**src/rtl/vlr_bank.sv**
```systemverilog
module vlr_bank #(
  parameter int N     = 4,
  parameter int VID_W = 10,
  parameter int PID_W = 10,
  localparam int IDX_W = (N > 1) ? $clog2(N) : 1
) (
  input  logic             clk,
  input  logic             rst_n,
  input  logic             host_we,
  input  logic [IDX_W-1:0] host_idx,
  input  logic [VID_W-1:0] host_wvid,
  input  logic [1:0]       host_wstate,
  input  logic             host_whw,
  input  logic [PID_W-1:0] host_wpid,
  output logic [VID_W-1:0] host_rvid,
  output logic [1:0]       host_rstate,
  output logic             host_rhw,
  output logic [PID_W-1:0] host_rpid,
  input  logic             ack_req,
  output logic [VID_W-1:0] ack_vid,
  input  logic             eoi_req,
  input  logic [VID_W-1:0] eoi_vid,
  output logic             pdeact_valid,
  output logic [PID_W-1:0] pdeact_pid,
  output logic [N-1:0]     empty
);

  logic [N-1:0][VID_W-1:0] vid_q;
  logic [N-1:0][PID_W-1:0] pid_q;
  logic [N-1:0][1:0]       st_q;
  logic [N-1:0]            hw_q;

  logic [N-1:0] ack_sel, eoi_sel;
  logic         eoi_hw;
  logic [PID_W-1:0] eoi_pid;
  logic         wr_ok;

  assign wr_ok = host_we && !(host_whw && host_wstate == 2'b11);

  always_comb begin
    logic found_a, found_e;
    found_a = 1'b0;
    found_e = 1'b0;
    ack_sel = '0;
    eoi_sel = '0;
    ack_vid = '1;
    eoi_hw  = 1'b0;
    eoi_pid = '0;
    for (int i = 0; i < N; i++) begin
      if (!found_a && st_q[i][0]) begin
        found_a    = 1'b1;
        ack_sel[i] = ack_req;
        ack_vid    = vid_q[i];
      end
      if (!found_e && eoi_req && st_q[i][1] && vid_q[i] == eoi_vid) begin
        found_e    = 1'b1;
        eoi_sel[i] = 1'b1;
        eoi_hw     = hw_q[i];
        eoi_pid    = pid_q[i];
      end
    end
  end

  for (genvar i = 0; i < N; i++) begin : g_ent
    always_ff @(posedge clk) begin
      if (!rst_n) begin
        vid_q[i] <= '0;
        pid_q[i] <= '0;
        st_q[i]  <= 2'b00;
        hw_q[i]  <= 1'b0;
      end else if (wr_ok && host_idx == IDX_W'(i)) begin
        vid_q[i] <= host_wvid;
        pid_q[i] <= host_wpid;
        st_q[i]  <= host_wstate;
        hw_q[i]  <= host_whw;
      end else begin
        st_q[i][0] <= st_q[i][0] & ~ack_sel[i];
        st_q[i][1] <= (st_q[i][1] & ~eoi_sel[i]) | ack_sel[i];
      end
    end
    assign empty[i] = (st_q[i] == 2'b00);
  end

  always_ff @(posedge clk) begin
    if (!rst_n) begin
      pdeact_valid <= 1'b0;
      pdeact_pid   <= '0;
    end else begin
      pdeact_valid <= |eoi_sel && eoi_hw;
      pdeact_pid   <= eoi_pid;
    end
  end

  assign host_rvid   = vid_q[host_idx];
  assign host_rstate = st_q[host_idx];
  assign host_rhw    = hw_q[host_idx];
  assign host_rpid   = pid_q[host_idx];

endmodule

```
**config.mk**
```make
export PLATFORM = sky130hd
export DESIGN_NAME = vlr_bank
export DESIGN_NICKNAME = d
export VERILOG_FILES = /design/src/rtl/vlr_bank.sv
export SDC_FILE = /design/constraint.sdc
export NUM_CORES = 1
export LEC_CHECK = 0
export BUFFER_PORTS_ARGS = -buffer_cell sky130_fd_sc_hd__buf_2
export CAP_MARGIN = 20
export CORE_MARGIN = 2
export CORE_UTILIZATION = 45
export DETAILED_ROUTE_END_ITERATION = 10
export PLACE_DENSITY_LB_ADDON = 0.25
export SLEW_MARGIN = 40
export SYNTH_ARGS = -nofsm -noshare
export SYNTH_HDL_FRONTEND = slang
export SYNTH_SLANG_ARGS = --single-unit
```
**constraint.sdc**
```tcl
create_clock -name clk -period 2.5 [get_ports clk]
set_input_delay 0.125 -clock clk [delete_from_list [all_inputs] [get_ports clk]]
set_output_delay 0.125 -clock clk [all_outputs]
set_load 0.01 [all_outputs]
```
Word-level counts from Yosys, hierarchy flattened
Index checks and enable logic that the tools add are counted.

storage, ports and cells
  word-level logic and storage cells = 118
  register bits after elaboration = 103
  output and inout bits = 48
  bits of input ports = 40

operators by class
  equality and inequality tests = 8
  $lt $le $gt $ge = 1
  reduce and logical (&&, ||, !) cells = 34
  multiplexer cells = 37
  bitwise logic cells = 20

operators with widths
  cell                                                                          number
  10-bit 2-to-1 mux                                                             10
  10-bit binary-select mux with 2-bit select                                    2
  10-bit == test                                                                4
  1-bit logical AND                                                             21
  1-bit 2-to-1 mux                                                              18
  2-bit zero test                                                               5
  2-bit 2-to-1 mux                                                              5
  1-bit bitwise AND                                                             8
  1-bit inverter                                                                8
  1-bit zero test                                                               7
  2-bit == test, second input constant                                          3
  2-bit binary-select mux with 2-bit select                                     1
  1-bit bitwise OR                                                              4
  4-bit OR reduction                                                            1
  2-bit by 3-bit less-than comparator with 1-bit output, second input constant  1
  1-bit binary-select mux with 2-bit select                                     1
  2-bit by 1-bit == test with 1-bit output, second input constant               1

Logic depth before layout (Yosys ltp)
Gate-level depths: netlist (run 1).

  depth in word-level cells = 22
  depth in mapped cells = 9
  mapped depth without buffers = 6

Worst setup path after synthesis (run 1)
No wires, ideal clock.

  kind = reg-to-reg
  start point = register vid_q[9] (netlist name)
  end point = register pdeact_valid
  path buffers = 2
  stages on the path, launching flop included = 9
  data arrival time = 1.808 ns
  path slack = 0.573 ns
  library setup time = 0.120 ns
  path through = dfxtp_1 xor2_1 nor4_2 nand3_2 and3_4 buf_6 and3_4 buf_6 a211o_1

on the way
  longest elaborated chain between the ends = 20
  elaborated cells between the ends (all ways) = 26
  those cells by class = eq/ne (1); mux (10); reduce/logical (15)

ends and longest elaborated chain
  element                           line  RTL
  start: declaration                28    logic [N-1:0][VID_W-1:0] vid_q;
  start signal: indexed assignment  72    vid_q[i] <= host_wvid;
  10-bit == test *                  55    if (!found_e && eoi_req && st_q[i][1] && vid_q[i] == eoi_vid) begin
  1-bit logical AND *               55
  1-bit 2-to-1 mux                  55
  1-bit zero test                   55
  1-bit logical AND (3 in series)   55
  1-bit 2-to-1 mux                  55
  1-bit zero test                   55
  1-bit logical AND (3 in series)   55
  1-bit 2-to-1 mux                  55
  1-bit zero test                   55
  1-bit logical AND (3 in series)   55
  1-bit 2-to-1 mux                  55
  4-bit OR reduction                89    pdeact_valid <= |eoi_sel && eoi_hw;
  1-bit logical AND *               89
  end signal: assignment            89
  end: declaration                  23    output logic pdeact_valid,

Every way passes the cells marked *; elsewhere a longest branch is shown, timed or not.
A chain may end at the register's enable or synchronous reset.

Worst setup path after layout (run 1)
  start point = register vid_q[37] (netlist name)
  end point = register pdeact_pid[0]

on the way
  longest elaborated chain between the ends = 3

ends and longest elaborated chain
  element                 line  RTL
  10-bit == test          55
  1-bit logical AND       55
  10-bit 2-to-1 mux       55
  end signal: assignment  90    pdeact_pid <= eoi_pid;
  end: declaration        24    output logic [PID_W-1:0] pdeact_pid,

No other way between the ends.

==> results of run 1 <==
-- kinds of logic (layout without fill, tap and decap cells) --
| kind of cell | count (synthesis) | after routing | synth area share (%) |
|---|---|---|---|
| AND/OR/NAND/NOR | 284 | 284 | 22.1 |
| multiplexers | 23 | 23 | 9.35 |
| buffers and inverters | 70 | 146 | 5.24 |
| AO/OA/AOI/OAI | 147 | 147 | 19.8 |
| XOR/XNOR | 40 | 40 | 6.32 |
| flip-flops | 103 | 103 | 37.2 |
-- per-layer routing --
metal | track usage, % | up-vias | routed length, um | share of wire, %
met5 | 0 | - | 0 | 0
met1 | 35.9 | 2504 | 7320 | 42
met4 | 10.7 | 0 | 471 | 2.7
li1 | - | 2422 | - | -
met2 | 43.5 | 258 | 8210 | 47
met3 | 5.64 | 41 | 1520 | 8.7
-- cell usage after synthesis (all sizes together) (2+ instances only) --
master    n
nand2   188
o21ai     5
nand3b    3
and3     12
nand3     8
dfxtp   103
a211o     9
a21boi   97
nor3      5
nor2     42
clkbuf   46
a31oi     4
inv      16
xnor2    25
nor4      3
xor2     15
o21a      2
or3       3
a2111o    3
buf       8
nand4    16
a21oi    14
mux4     23
a221oi   11
-- worst max-delay path, delay by kind of cell (launching register included) --
kind             cells  cell delay [ns]
AO/OA/AOI/OAI        2             0.77
flip-flops           1             0.35
AND/OR/NAND/NOR      3             0.88
XOR/XNOR             1             0.24
-- final cells by class --
| class | instances | area share (%) |
|---|---|---|
| Multi-Input combinational cell | 494 | 49.3 |
| Timing Repair Buffer | 114 | 9.86 |
| Clock inverter | 5 | 1.59 |
| Clock buffer | 11 | 3.88 |
| Sequential cell | 103 | 31.7 |
| Tap cell | 147 | 2.82 |
| Inverter | 16 | 0.922 |
-- per-stage QoR --
step | hold WS [ns] | cell area [um^2] | power, W | worst slack [ns] | std cells
global placement | 0.414 | 6150 | 0.00223 | 0.388 | 874
detailed placement | 0.420 | 6150 | 0.00224 | 0.321 | 874
CTS | 0.0444 | 6510 | 0.00390 | 0.333 | 890
finish | 0.0496 | 6510 | 0.00388 | 0.200 | 890
global route | 0.0555 | 6510 | 0.00401 | 0.109 | 890
floorplan | 0.270 | 5540 | 0.00204 | 0.573 | 667
-- sequential cells by signal, indices dropped and copies added, names as in the netlist --
signal / cells
hw_q: 4
st_q: 8
pid_q: 40
vid_q: 40
pdeact_pid: 10
pdeact_valid: 1
-- power by group --
| group | total (W) | internal, W | switching, W |
|---|---|---|---|
| combinational | 0.000476 | 0.000195 | 0.000281 |
| clock | 0.00166 | 0.00103 | 0.000630 |
| sequential | 0.00174 | 0.00169 | 0.0000500 |
-- final timing paths --
path,endpoint,cells past startpoint,start,slack [ns]
worst min register to register,pid_q[37],2,pid_q[37],0.48
worst max register to register,pdeact_pid[0],6,vid_q[37],0.20
worst max-delay path,pdeact_pid[0],6,vid_q[37],0.20
worst min-delay path,pid_q[33],3,host_wpid[3],0.05
==> flow_summary.ini, run 1 <==
[outcome]
status = completed

[yosys]
synth.cell_area_mm2 = 0.00554
yosysSeqAreaShare_pct = 37.2
ys_warn_count = 0
synth-seq-cells = 103
yosys-top-cells-area = dfxtp_1, a21boi_0, nand2_1
ys.flop_type = dfxtp_1
synth_edf_count = 0
synth_cell_types = 34
synth_top_cell_by_area = dfxtp_1
synth.avg_cell_area_um2 = 8.31
synth_cells = 667
syn_nets = 707
synthArstFlopShare_pct = 0
yosysTopAreaCellShare_pct = 37.2

[worst_hold_path]
hp-class = input port to flip-flop

[final_layout]
fill_cells = 1139
drive_gt1_share_pct = 22.3
layout_common_cells = nand2_1, dfxtp_1, a21boi_0, buf_2, nor2_1
final_util_pct = 54.2
diodes = 0
areaGrowthSynthToFinish_pct = 17.5
finalNetCount = 778
multiInputGateArea_mm2 = 0.00321
register_area_mm2 = 0.00206
final_common_cell = nand2_1

[timing]
setup_viol = 0
finalMaxSlewViolations = 0
fin_skew_ns = 0.00847
rsz0062_at_grt = false
hold_viol = 0
tightest_slew_ns = 0.814
period_needed_ns = 2.30
fin_crit_sh_pct = 92.0
finalSetupTns_ns = 0
timing.fmax_ghz = 0.435
timing.slew.headroom_pct = 45.6

[clocking]
clkTransAtPathRegs_ns = 0.07
clk_path_buf_depth = 2
cts_setup_buffers = 0
cts_buffers = 9
cts_hold_buf = 0
cts-resized-gates = 0
cts_max_level = 3
clk_latency_ns = 0.36
tritoncts = built
cts_num_sinks = 103
cts_root_buf = clkbuf_16

[global_routing]
grt_overflow = 0
grt_max_degree = 104
grt_usage_pct = 27.1
grt_pass1_wl_mm = 27.5
grt_pass1_vias = 5002
antenna_found_initial = 0

[floorplanning]
initial_core_util_pct = 46.1
pin_count = 88
die_w_um = 115
dieArea_mm2 = 0.0132
row_count = 40
core_area_mm2 = 0.0120
die_h_um = 115

[power_and_ir_drop]
ir_worst_vdd_v = 0.000422
p_leak_nw = 2.51
power-per-cell-area_mw_per_mm2 = 595

[setup_path]
cp_cell_sequence = xnor2_1 > nand4_1 > or3_1 > a211oi_2 > and3_1 > a211o_1
critPathSlowestCell = a211oi_2
critPathKind = flip-flop to flip-flop
crit_required_ns = 2.80
slowest_delay_ns = 0.65
start_kind = flip-flop
cp_max_fo = 9
arrival_ns = 2.60
crit_path_end_kind = flip-flop

[job]
drv_cap = 0

[detailed_routing]
vias_per_cell = 5.87
drtIter0Drc = 415
ant_nets = 0
wl_per_cell_um = 19.7
drt-pass1-iter-count = 5
drc = 0
routed_wl_mm = 17.5
vias = 5225

[place]
dp_hpwl_mm = 11.9
gp_congestion = 0.863
portBuffers = 87
Power figures use the tool's default switching activity.
==> run 2: changes to the inputs <==
- CORE_ASPECT_RATIO: default -> 1.2
- SETUP_SLACK_MARGIN: default -> 0.02
==> flow_summary.ini, run 2 (synthesized netlist as in run 1, its figures left out) <==
[final_layout]
drive_gt1_share_pct = 21.9
fin_area_mm2 = 0.00646
layout_common_cells = nand2_1, dfxtp_1, a21boi_0, buf_2, nor2_1
fill_cells = 1147
diodes = 0
areaGrowthSynthToFinish_pct = 16.5
finalNetCount = 776
fin_cells = 901
top_regs = pid_q: 40 flops, vid_q: 40 flops, pdeact_pid: 10 flops
final_common_cell = nand2_1

[clocking]
clkTransAtPathRegs_ns = 0.07
cts_root_buf = clkbuf_16
cts_num_sinks = 103
cts-resized-gates = 0
cts_setup_buffers = 0
cts_max_level = 3
tritoncts = built
clk_latency_ns = 0.35
cts_buffers = 9
cts_hold_buf = 0
clk_path_buf_depth = 2

[timing]
fin_crit_sh_pct = 85.0
rsz0062_at_grt = false
timing.fmax_ghz = 0.471
tightest_slew_ns = 0.727
setup_viol = 0
finalSetupTns_ns = 0
timing.slew.headroom_pct = 51.5
hold_viol = 0
period_needed_ns = 2.12
finalMaxSlewViolations = 0
fin_skew_ns = 0.00666

[place]
gp_congestion = 0.909
dp_hpwl_mm = 11.8
portBuffers = 87
dpl.cell_count = 886
place_area_mm2 = 0.00615

[setup_path]
crit_path_end_kind = flip-flop
crit_start = vid_q[24]
r2r-start = vid_q[24]
arrival_ns = 2.37
critPathKind = flip-flop to flip-flop
cp_max_fo = 9
start_kind = flip-flop
rr_worst_depth = 7
crit_required_ns = 2.74

[floorplanning]
die_w_um = 105
row_count = 44
core_area_mm2 = 0.0121
initial_core_util_pct = 46.0
dieArea_mm2 = 0.0132
die_h_um = 126
pin_count = 88

[power_and_ir_drop]
power-per-cell-area_mw_per_mm2 = 569
ir_worst_vdd_v = 0.000295
p_leak_nw = 2.46

[detailed_routing]
drtIter0Drc = 380
wl_per_cell_um = 19.2
vias_per_cell = 5.80
drc = 0
drt-pass1-iter-count = 8
vias = 5226
routed_wl_mm = 17.3
ant_nets = 0

[worst_hold_path]
hp-class = input port to flip-flop
hold_start = host_wpid[2]
whs_path_depth = 3

[job]
drv_cap = 0

[global_routing]
grt_pass1_vias = 4823
grt_max_degree = 67
grt_overflow = 0
antenna_found_initial = 0
grt_usage_pct = 25.7
grt_pass1_wl_mm = 26.5

[outcome]
status = completed
-- run 2: changes by cell type in the layout (fill, tap and decap cells not counted) --
cell,previous run,this run
buf_4,26,25
nor2_2,1,0
bufinv_16,3,1
buf_6,1,0
clkinv_2,1,0
clkinv_4,1,0
nor2_1,41,42
inv_6,0,1
clkinvlp_4,0,2
-- run 2: power breakdown --
part           internal, W  switching [W]  leakage [nW]
clock network     0.000830       0.000638         0.144
logic             0.000193       0.000274          1.48
registers          0.00169      0.0000510         0.836
-- run 2: per-layer routing --
metal | track usage (%) | share of wire (%)
met1 | 33.2 | 42
met2 | 42.9 | 49
met3 | 4.74 | 6.8
met4 | 9.25 | 2.5
met5 | 0 | 0
-- run 2: worst max-delay path, cell delays in order, from the launching register on --
cell and delay, ns:
dfxtp_1 0.35, xnor2_1 0.23, nand3_1 0.21, nor3_1 0.51, a211oi_2 0.08, buf_4 0.20, and3_1 0.18, a211o_1 0.25
-- run 2: per-stage QoR --
| stage | utilization [%] | setup slack (ns) | hold WS [ns] | power (W) |
|---|---|---|---|---|
| 2_1_floorplan | - | 0.573 | 0.270 | 0.00204 |
| 3_3_place_gp | 51.0 | 0.471 | 0.409 | 0.00223 |
| 3_5_place_dp | 51.0 | 0.483 | 0.419 | 0.00224 |
| 4_1_cts | 53.6 | 0.401 | 0.0451 | 0.00369 |
| 5_1_grt | 53.6 | 0.275 | 0.0531 | 0.00379 |
| 6_report | 53.6 | 0.376 | 0.0489 | 0.00367 |
-- run 2: final timing paths --
kind	slack, ns	end
setup reg to reg	0.38	pdeact_valid
hold reg to reg	0.48	pid_q[39]
setup / recovery	0.38	pdeact_valid
hold / removal	0.05	pid_q[32]
-- run 2: area by class of cell --
cell class                      count  area [um^2]  share of cell area [%]
Inverter                           16         60.1                   0.930
Clock buffer                       11          253                    3.91
Timing Repair Buffer              112          623                    9.65
Multi-Input combinational cell    494         3210                    49.6
Clock inverter                      4         53.8                   0.833
Sequential cell                   103         2060                    31.9
Tap cell                          161          201                    3.12
==> run 3: changes to the inputs <==
- clock period: 2.5 -> 1.8 ns (I/O delays scaled with it)
==> flow_summary.ini, run 3 (synthesized netlist as in run 1, its figures left out) <==
[timing]
finalSetupTns_ns = -0.365
worst_slack_ns = -0.0522
timing.fmax_ghz = 0.540
finalMaxSlewViolations = 0
tightest_slew_ns = 0.400
rsz0062_at_grt = true
fin_crit_sh_pct = 103
timing.slew.headroom_pct = 73.3
period_needed_ns = 1.85
setup_viol = 12
fin_skew_ns = 0.00637
hold_viol = 0

[worst_hold_path]
hold_start = host_wvid[2]
whs_path_depth = 3
hold_path_end = vid_q[12]
hp-class = input port to flip-flop

[setup_path]
timing.rr.end = st_q[7]
worst-r2r-setup-slack_ns = -0.05
start_kind = flip-flop
rr_worst_depth = 6
cp_cell_sequence = xnor2_4 > nand4_1 > or4_4 > a2111o_1 > nand2_1 > a31oi_1
path_buf_inv = 0
critPathKind = flip-flop to flip-flop
cp_max_fo = 3
crit_required_ns = 2.02
r2r-start = vid_q[38]
critPathSlowestCell = or4_4
arrival_ns = 2.07
slowest_delay_ns = 0.49
cp_top_family = simple AND/OR/NAND/NOR gates
crit_path_end_kind = flip-flop

[clocking]
clk_path_buf_depth = 2
tritoncts = built
cts_num_sinks = 103
cts_buffers = 9
clk_latency_ns = 0.34
cts_root_buf = clkbuf_16
cts_max_level = 3
clkTransAtPathRegs_ns = 0.07
cts_hold_buf = 0

[global_routing]
grt_usage_pct = 28.1
antenna_found_initial = 0
grt_overflow = 0
grt_pass1_vias = 5392
grt_pass1_wl_mm = 28.9
grt_max_degree = 46

[floorplanning]
die_h_um = 126
dieArea_mm2 = 0.0132
core_area_mm2 = 0.0121
pin_count = 88
die_w_um = 105
row_count = 44
initial_core_util_pct = 46.0

[detailed_routing]
wl_per_cell_um = 19.5
vias_per_cell = 5.71
drt-pass1-iter-count = 7
drtIter0Drc = 421
vias = 5478
ant_nets = 0
drc = 0
routed_wl_mm = 18.7

[power_and_ir_drop]
power.internal_w = 0.00404
clockPowerShare_pct = 40.8
p_sw_w = 0.00134
seqPwrFrac_pct = 44.6
power_frac_comb_pct = 14.6
p_leak_nw = 2.87
power-per-cell-area_mw_per_mm2 = 755
ir_worst_vdd_v = 0.000504
swShare_pct = 24.9

[place]
portBuffers = 87
gp_congestion = 0.883
dp_hpwl_mm = 12.9

[job]
drv_cap = 0

[final_layout]
final_common_cell = nand2_1
layout_common_cells = nand2_1, a21boi_0, dfxtp_1, buf_2, buf_4
final_util_pct = 59.1
diodes = 0
areaGrowthSynthToFinish_pct = 28.5
finalNetCount = 834
drive_gt1_share_pct = 29.6
top_regs = pid_q: 40 flops, vid_q: 40 flops, pdeact_pid: 10 flops

[outcome]
violations = negative setup slack
status = finished with violations
[run 3: changes by cell type in the layout (fill, tap and decap cells not counted), moves of 6 or more]
| cell | change |
|---|---|
| buf_12 | +6 |
| xnor2_2 | +6 |
| buf_4 | +50 |
| dfxtp_1 | -8 |
| dfxtp_2 | +8 |
| xnor2_1 | -7 |
[run 3: layout make-up]
type | instances | area (um^2)
clock buffers | 11 | 233
clock inverters | 4 | 95.1
fillers | 1060 | 4930
inverters | 16 | 60.1
multi-input cells | 495 | 3330
flip-flops and latches | 103 | 2070
well taps | 161 | 201
repair buffers | 169 | 1130
[run 3: per-stage QoR]
stage / setup slack [ns] / hold slack, ns / total power, W / area, um^2 / std cells
floorplan: -0.0274 / 0.227 / 0.00284 / 5550 / 667
global placement: -0.174 / 0.373 / 0.00318 / 6620 / 940
detailed placement: -0.113 / 0.380 / 0.00320 / 6620 / 940
CTS: -0.0384 / 0.0167 / 0.00538 / 7020 / 955
global route: -0.161 / 0.0308 / 0.00557 / 7120 / 959
finish: -0.0522 / 0.0219 / 0.00538 / 7120 / 959
[run 3: worst max-delay path by stage]
stage | startpoint | end | slack (ns) | cells after the start
after floorplan | vid_q[6] | pdeact_valid | -0.03 | 8
after global placement | vid_q[38] | st_q[7] | -0.17 | 6
after detailed placement | vid_q[38] | st_q[7] | -0.11 | 6
after CTS | vid_q[6] | pdeact_pid[5] | -0.04 | 6
after global routing | vid_q[38] | st_q[7] | -0.16 | 6
final | vid_q[38] | st_q[7] | -0.05 | 6
[run 3: worst register-to-register path, stage by stage (launching register included)]
cell and delay (ns):
dfxtp_2 0.35, xnor2_4 0.18, nand4_1 0.14, or4_4 0.49
a2111o_1 0.40, nand2_1 0.09, a31oi_1 0.07
[run 3: per-layer routing]
| layer | global-route usage [%] | vias to the layer above | part of all wire [%] |
|---|---|---|---|
| met2 | 47.2 | 276 | 49 |
| li1 | - | 2550 | - |
| met3 | 4.22 | 49 | 7.8 |
| met5 | 0 | - | 0 |
| met1 | 35.5 | 2603 | 40 |
| met4 | 12.4 | 0 | 3.6 |
[run 3: timing repair]
item | 4_1_cts | 5_1_grt
pin swaps | 12 | 4
resized for setup | 15 | 14
cloned | 0 | 1
setup endpoints to repair | 24 | 25
setup buffers | 1 | 3
[run 3: power groups by stage]
stage / clock [W] / combinational, W / sequential [W]
floorplan: 0 / 0.000399 / 0.00244
global placement: 0 / 0.000736 / 0.00244
CTS: 0.00222 / 0.000762 / 0.00240
detailed placement: 0 / 0.000748 / 0.00245
finish: 0.00220 / 0.000785 / 0.00240
global route: 0.00232 / 0.000839 / 0.00241
